<file path="src/rtl/mmu_ms_pkg.sv">
package mmu_ms_pkg;
    parameter int CTX_W  = 16;
    parameter int PART_W = 8;
    parameter int TL_W   = 3;

    // field positions inside the packed state word
    localparam int B_HPRIV  = 0;
    localparam int B_RED    = 1;
    localparam int B_IMMU   = 4;
    localparam int B_DMMU   = 5;
    localparam int PART_LO  = 8;
    localparam int TL_LO    = 16;
    localparam int PCTX_LO  = 32;
    localparam int SW_MIN_W = PCTX_LO + CTX_W;

    // access-class codes
    localparam logic [2:0] AC_IMPL = 3'd0;
    localparam logic [2:0] AC_PRI  = 3'd1;
    localparam logic [2:0] AC_SEC  = 3'd2;
    localparam logic [2:0] AC_NUC  = 3'd3;
    localparam logic [2:0] AC_REAL = 3'd4;

    typedef enum logic [1:0] {XM_VIRT = 2'd0, XM_REAL = 2'd1, XM_BYPASS = 2'd2} xmode_e;
    typedef enum logic [1:0] {CK_PRI = 2'd0, CK_SEC = 2'd1, CK_NUC = 2'd2} ckind_e;

    typedef struct packed {
        logic              hpriv;
        logic              red;
        logic              immu_en;
        logic              dmmu_en;
        logic [PART_W-1:0] part;
        logic [TL_W-1:0]   tl;
        logic [CTX_W-1:0]  pctx;
    } pstate_t;

    typedef struct packed {
        logic             fault;
        xmode_e           mode;
        ckind_e           kind;
        logic [CTX_W-1:0] ctx;
    } decision_t;
endpackage

</file>
<file path="src/rtl/mmu_ms_unpack.sv">
module mmu_ms_unpack
    import mmu_ms_pkg::*;
#(
    parameter int SW_W = 64
) (
    input  logic [SW_W-1:0] state_word,
    output pstate_t         st
);
    logic unused_sw_bits;
    assign unused_sw_bits = ^{state_word[3:2], state_word[7:6], state_word[31:19],
                              state_word[SW_W-1:SW_MIN_W]};

    always_comb begin
        st.hpriv   = state_word[B_HPRIV];
        st.red     = state_word[B_RED];
        st.immu_en = state_word[B_IMMU];
        st.dmmu_en = state_word[B_DMMU];
        st.part    = state_word[PART_LO +: PART_W];
        st.tl      = state_word[TL_LO +: TL_W];
        st.pctx    = state_word[PCTX_LO +: CTX_W];
    end
endmodule

</file>
<file path="src/rtl/mmu_ms_ipath.sv">
module mmu_ms_ipath
    import mmu_ms_pkg::*;
(
    input  pstate_t   st,
    input  logic [2:0] asi,
    output decision_t dec
);
    always_comb begin
        dec = '0;
        if (asi != AC_IMPL) begin
            dec.fault = 1'b1;
        end else if (st.hpriv || st.red) begin
            dec.mode = XM_BYPASS;
        end else begin
            if (st.tl != '0) begin
                dec.kind = CK_NUC;
                dec.ctx  = '0;
            end else begin
                dec.kind = CK_PRI;
                dec.ctx  = st.pctx;
            end
            if (!st.immu_en) begin
                dec.mode = XM_REAL;
                dec.ctx  = '0;
            end else begin
                dec.mode = XM_VIRT;
            end
        end
    end
endmodule

</file>
<file path="src/rtl/mmu_ms_dpath.sv">
module mmu_ms_dpath
    import mmu_ms_pkg::*;
(
    input  pstate_t          st,
    input  logic [2:0]       asi,
    input  logic [CTX_W-1:0] sec_ctx,
    output decision_t        dec
);
    logic is_real;
    assign is_real = (asi == AC_REAL);

    always_comb begin
        dec = '0;
        if (asi > AC_REAL) begin
            dec.fault = 1'b1;
        end else if (st.red || (st.hpriv && !is_real)) begin
            dec.mode = XM_BYPASS;
        end else begin
            if (st.tl != '0 || asi == AC_NUC) begin
                dec.kind = CK_NUC;
                dec.ctx  = '0;
            end else if (asi == AC_SEC) begin
                dec.kind = CK_SEC;
                dec.ctx  = sec_ctx;
            end else begin
                dec.kind = CK_PRI;
                dec.ctx  = st.pctx;
            end
            if (!st.dmmu_en || is_real) begin
                dec.mode = XM_REAL;
                dec.ctx  = '0;
            end else begin
                dec.mode = XM_VIRT;
            end
        end
    end
endmodule

</file>
<file path="src/rtl/mmu_mode_sel.sv">
module mmu_mode_sel
    import mmu_ms_pkg::*;
#(
    parameter int SW_W = 64,
    parameter int VA_W = 48,
    parameter int PA_W = 40
) (
    input  logic              clk,
    input  logic              rst_n,
    input  logic              req_valid,
    input  logic              req_is_data,
    input  logic [2:0]        req_asi,
    input  logic [SW_W-1:0]   state_word,
    input  logic [CTX_W-1:0]  sec_ctx,
    input  logic [VA_W-1:0]   vaddr,
    output logic              rsp_valid,
    output logic              rsp_fault,
    output logic [1:0]        rsp_mode,
    output logic [1:0]        rsp_kind,
    output logic [CTX_W-1:0]  rsp_ctx,
    output logic [PART_W-1:0] rsp_part,
    output logic [PA_W-1:0]   rsp_paddr
);
    typedef struct packed {
        logic              valid;
        decision_t         dec;
        logic [PART_W-1:0] part;
        logic [PA_W-1:0]   paddr;
    } rsp_t;

    pstate_t   st;
    decision_t dec_i, dec_d_path, dec_sel;
    rsp_t      rsp_d, rsp_q;

    logic unused_va_hi;
    generate
        if (VA_W > PA_W) begin : g_va_wide
            assign unused_va_hi = ^vaddr[VA_W-1:PA_W];
        end else begin : g_va_fit
            assign unused_va_hi = 1'b0;
        end
    endgenerate

    mmu_ms_unpack #(.SW_W(SW_W)) u_unpack (.state_word(state_word), .st(st));
    mmu_ms_ipath u_ipath (.st(st), .asi(req_asi), .dec(dec_i));
    mmu_ms_dpath u_dpath (.st(st), .asi(req_asi), .sec_ctx(sec_ctx), .dec(dec_d_path));

    assign dec_sel = req_is_data ? dec_d_path : dec_i;

    always_comb begin
        rsp_d       = rsp_q;
        rsp_d.valid = req_valid;
        if (req_valid) begin
            rsp_d.dec   = dec_sel;
            rsp_d.part  = st.part;
            rsp_d.paddr = (dec_sel.mode == XM_BYPASS) ? vaddr[PA_W-1:0] : '0;
        end
    end

    always_ff @(posedge clk) begin
        if (!rst_n) rsp_q <= '0;
        else        rsp_q <= rsp_d;
    end

    assign rsp_valid = rsp_q.valid;
    assign rsp_fault = rsp_q.dec.fault;
    assign rsp_mode  = rsp_q.dec.mode;
    assign rsp_kind  = rsp_q.dec.kind;
    assign rsp_ctx   = rsp_q.dec.ctx;
    assign rsp_part  = rsp_q.part;
    assign rsp_paddr = rsp_q.paddr;
endmodule

</file>
<file path="config.mk">
export PLATFORM = sky130hd
export DESIGN_NAME = mmu_mode_sel
export DESIGN_NICKNAME = d
export VERILOG_FILES = /design/src/rtl/mmu_ms_pkg.sv /design/src/rtl/mmu_ms_unpack.sv /design/src/rtl/mmu_ms_ipath.sv /design/src/rtl/mmu_ms_dpath.sv /design/src/rtl/mmu_mode_sel.sv
export SDC_FILE = /design/constraint.sdc
export NUM_CORES = 1
export LEC_CHECK = 0
export BUFFER_PORTS_ARGS = -buffer_cell sky130_fd_sc_hd__buf_4
export CAP_MARGIN = 20
export CELL_PAD_IN_SITES_DETAIL_PLACEMENT = 0
export CELL_PAD_IN_SITES_GLOBAL_PLACEMENT = 2
export CORE_AREA = 2 2 141 88
export DETAILED_ROUTE_END_ITERATION = 12
export DIE_AREA = 0 0 143 90
export PLACE_DENSITY_LB_ADDON = 0.15
export REMOVE_ABC_BUFFERS = 1
export SYNTH_ARGS = -nofsm -noshare
export SYNTH_HDL_FRONTEND = slang
export SYNTH_SLANG_ARGS = --single-unit
</file>
<file path="constraint.sdc">
create_clock -name clk -period 2.49 [get_ports clk]
set_input_delay 0.498 -clock clk [delete_from_list [all_inputs] [get_ports clk]]
set_output_delay 0.498 -clock clk [all_outputs]
set_load 0.05 [all_outputs]
</file>
==> results.json <==
{
  "status": "complete, no violations",
  "critical_path.slowest_cell": "nor4_2",
  "io_buffer_count": 163,
  "peakVddDrop_mv": 0.308,
  "finClkSkew_ns": 0,
  "power.sequential.fraction": 0.423,
  "ys_top_cells_by_area": "dfxtp_1, a22o_1, mux2i_1",
  "tightestPinTransition_ns": 0.445,
  "firstDrtPassIters": 4,
  "p_clk_frac": 0.439,
  "finalSetupViolations": 0,
  "power_mw": 2.76,
  "yosys_warnings": 0,
  "stdcell_count": 564,
  "layout-drive-gt1-share": 0.501,
  "wl_per_cell_um": 13.8,
  "p_int_mw": 2.05,
  "hold_start": "vaddr[3]",
  "path_class": "input port to flip-flop",
  "dpl.hpwl_um": 5510,
  "crit_arrival_ns": 1.89,
  "cts_made_buffers": 9,
  "rsz0062_at_grt": "false",
  "slew_headroom": 0.699,
  "r2r_start": "rsp_mode[1]$_SDFFE_PN0P_",
  "cts_resized": 0,
  "dpl.cell_count": 548,
  "drtIter0Drc": 79,
  "num_rows": 31,
  "p_sw_frac": 0.256,
  "drv_slew": 0,
  "crit_path_cell_trace": "buf_4 -> nor4_2 -> nand3_1 -> a211o_1 -> buf_4 -> o21ai_0",
  "drcViolationCount": 0,
  "cts_max_path_buffers": 2,
  "ctsHoldBuffers": 0,
  "crit_path_max_incr_delay_ns": 0.39,
  "period_needed_ns": 1.64,
  "p_sw_uw": 706,
  "p_leak_nw": 1.94,
  "synth_mux_area_frac": 0.0966,
  "cts_setup_buffers": 0,
  "grt_pass1_wl_um": 11900,
  "yosys.area.top_type_share": 0.541,
  "crit_start": "req_asi[2]",
  "hold_path.class": "input port to flip-flop",
  "path_clk_slew_ns": 0.06,
  "crit_family": "simple AND/OR/NAND/NOR gates",
  "io_pins": 205,
  "syn_area_per_cell_um2": 11.2,
  "grt_max_degree": 40,
  "cts_tree": "done",
  "start_util": 0.222,
  "post-route-period-util": 0.659,
  "routed_wl_um": 7780,
  "drv_cap": 0,
  "vias": 2285,
  "cp.required_ns": 2.74,
  "die-area_um2": 12900,
  "grt_pass1_vias": 2298,
  "powerDensity_nw_per_um2": 643,
  "core_um2": 11700,
  "synthAdderAreaFrac": 0,
  "cp_common_cell": "buf_4",
  "place.gp.congestion": 0.762,
  "grt_use_total": 0.121,
  "synth_top_family_by_area": "compound AO/OA/AOI/OAI gates",
  "yosys.area.top_type": "dfxtp_1",
  "pre_cts_ws_ns": 0.504,
  "clock_tree.root_cell": "clkbuf_16",
  "synth-seq-cells": 70,
  "path_buf_inv": 2,
  "synth_simple_gate_area_frac": 0.0980,
  "path_max_fanout": 16,
  "synth_xor_area_frac": 0,
  "routed_via_density": 4.05,
  "synthCells": 232,
  "setup_slack_ns": 0.850,
  "htree_levels": 3,
  "cp-start-kind": "input port",
  "grt_overflow": 0,
  "antenna_found_initial": 0,
  "antennaDiodeCount": 0,
  "ys_seq_area_frac": 0.541,
  "die_w_um": 143,
  "clock_sinks": 70,
  "synth_compound_area_frac": 0.223,
  "synthToLayoutAreaGrowth_pct": 65.5,
  "detail-route-antenna-nets": 0,
  "fin_nets": 529,
  "die_y_um": 90,
  "syn_area_um2": 2590,
  "max_freq_ghz": 0.610,
  "p_comb_frac": 0.138,
  "clkLatencyLatePin_ns": 0.32,
  "hold_violations": 0,
  "end_kind": "flip-flop",
  "synthDistinctLibCells": 33
}
## metal layers
layer  wire [µm]  global-route usage  up-vias
met1        3900               0.161      995
met3         891              0.0709        8
met4          99              0.0396        0
met5           0                   0        -
met2        2900               0.162      110
li1            -                   -     1172
## cells in the mapped netlist
| library cell | instances |
|---|---|
| a22o_1 | 40 |
| inv_1 | 4 |
| buf_2 | 5 |
| a211oi_1 | 1 |
| nor4b_2 | 1 |
| nor4b_4 | 1 |
| nor3_1 | 1 |
| and2_1 | 1 |
| buf_1 | 1 |
| o21a_1 | 1 |
| a211oi_2 | 1 |
| dfxtp_1 | 70 |
| o22ai_1 | 1 |
| o32a_1 | 1 |
| buf_6 | 2 |
| a31oi_1 | 2 |
| nor2_2 | 1 |
| nand2_1 | 19 |
| mux2i_1 | 25 |
| clkbuf_1 | 7 |
| nor2b_1 | 12 |
| nand3b_1 | 1 |
| o21ai_2 | 10 |
| nor4bb_1 | 1 |
| nor2_1 | 1 |
| buf_4 | 2 |
| or3_1 | 1 |
| nand3_1 | 1 |
| a21oi_1 | 5 |
| a211o_1 | 1 |
| o21ai_0 | 10 |
| nor4_2 | 1 |
| nand4_1 | 1 |
## placed cells by master (no fill, tap or decap), types with 2 or more instances in the layout
cell,synthesis,routed
a21oi_1,5,5
a22o_1,40,40
a31oi_1,2,2
buf_4,2,167
clkbuf_16,0,9
clkbuf_8,0,2
clkinv_2,0,2
clkinvlp_4,0,2
dfxtp_1,70,70
inv_1,4,4
mux2i_1,25,25
nand2_1,19,19
nor2b_1,12,11
nor4b_4,1,2
o21ai_0,10,10
o21ai_2,10,10
## power groups by stage
stage	Sequential, mW	Combinational [mW]	Clock [mW]
2_1_floorplan	1.29	0.0770	0
3_3_place_gp	1.19	0.385	0
3_5_place_dp	1.19	0.387	0
4_1_cts	1.16	0.387	1.26
5_1_grt	1.17	0.408	1.32
6_report	1.16	0.381	1.21
## registers in the layout, indices dropped and copies added, names as in the netlist
| register | count |
|---|---|
| rsp_ctx | 16 |
| rsp_fault | 1 |
| rsp_kind | 2 |
| rsp_mode | 2 |
| rsp_paddr | 40 |
| rsp_part | 8 |
| rsp_valid | 1 |
## final timing paths
kind / slack, ns / endpoint / cells past startpoint
max: 0.85 / rsp_ctx[1]$_SDFFE_PN0P_ / 6
min: 0.37 / rsp_paddr[3]$_SDFFE_PN0P_ / 2
max reg2reg: 1.79 / rsp_mode[1]$_SDFFE_PN0P_ / 2
min reg2reg: 0.45 / rsp_ctx[14]$_SDFFE_PN0P_ / 2
## worst reg2reg max path: cells and delay by family, from the launching register on
family             cells  cell delay [ns]
AOI/OAI and AO/OA      1             0.17
DFF                    1             0.31
and+or+nand+nor        1             0.12
## stage by stage
step	utilization	hold WS (ns)	setup TNS [ns]	area [µm²]
final	0.367	0.374	0	4290
after detailed placement	0.343	0.444	0	4000
after floorplan	-	0.587	-13.75	2500
after global placement	0.343	0.437	0	4000
after global routing	0.367	0.353	0	4290
after CTS	0.367	0.358	0	4290
## cell type report
type	count	area, µm²
fillers	1199	7390
flip-flops and latches	70	1400
repair buffers	168	1270
multi-input cells	141	1110
clock buffers	11	253
well taps	165	206
clock inverters	5	33.8
inverters	4	15.0
## logic make-up (layout without fill, tap and decap cells)
logic type / Yosys count / in the layout
AOI/OAI and AO/OA: 73 / 73
muxes: 25 / 25
and+or+nand+nor: 43 / 43
DFF: 70 / 70
buffers and inverters: 21 / 188
Power figures use the tool's default switching activity.
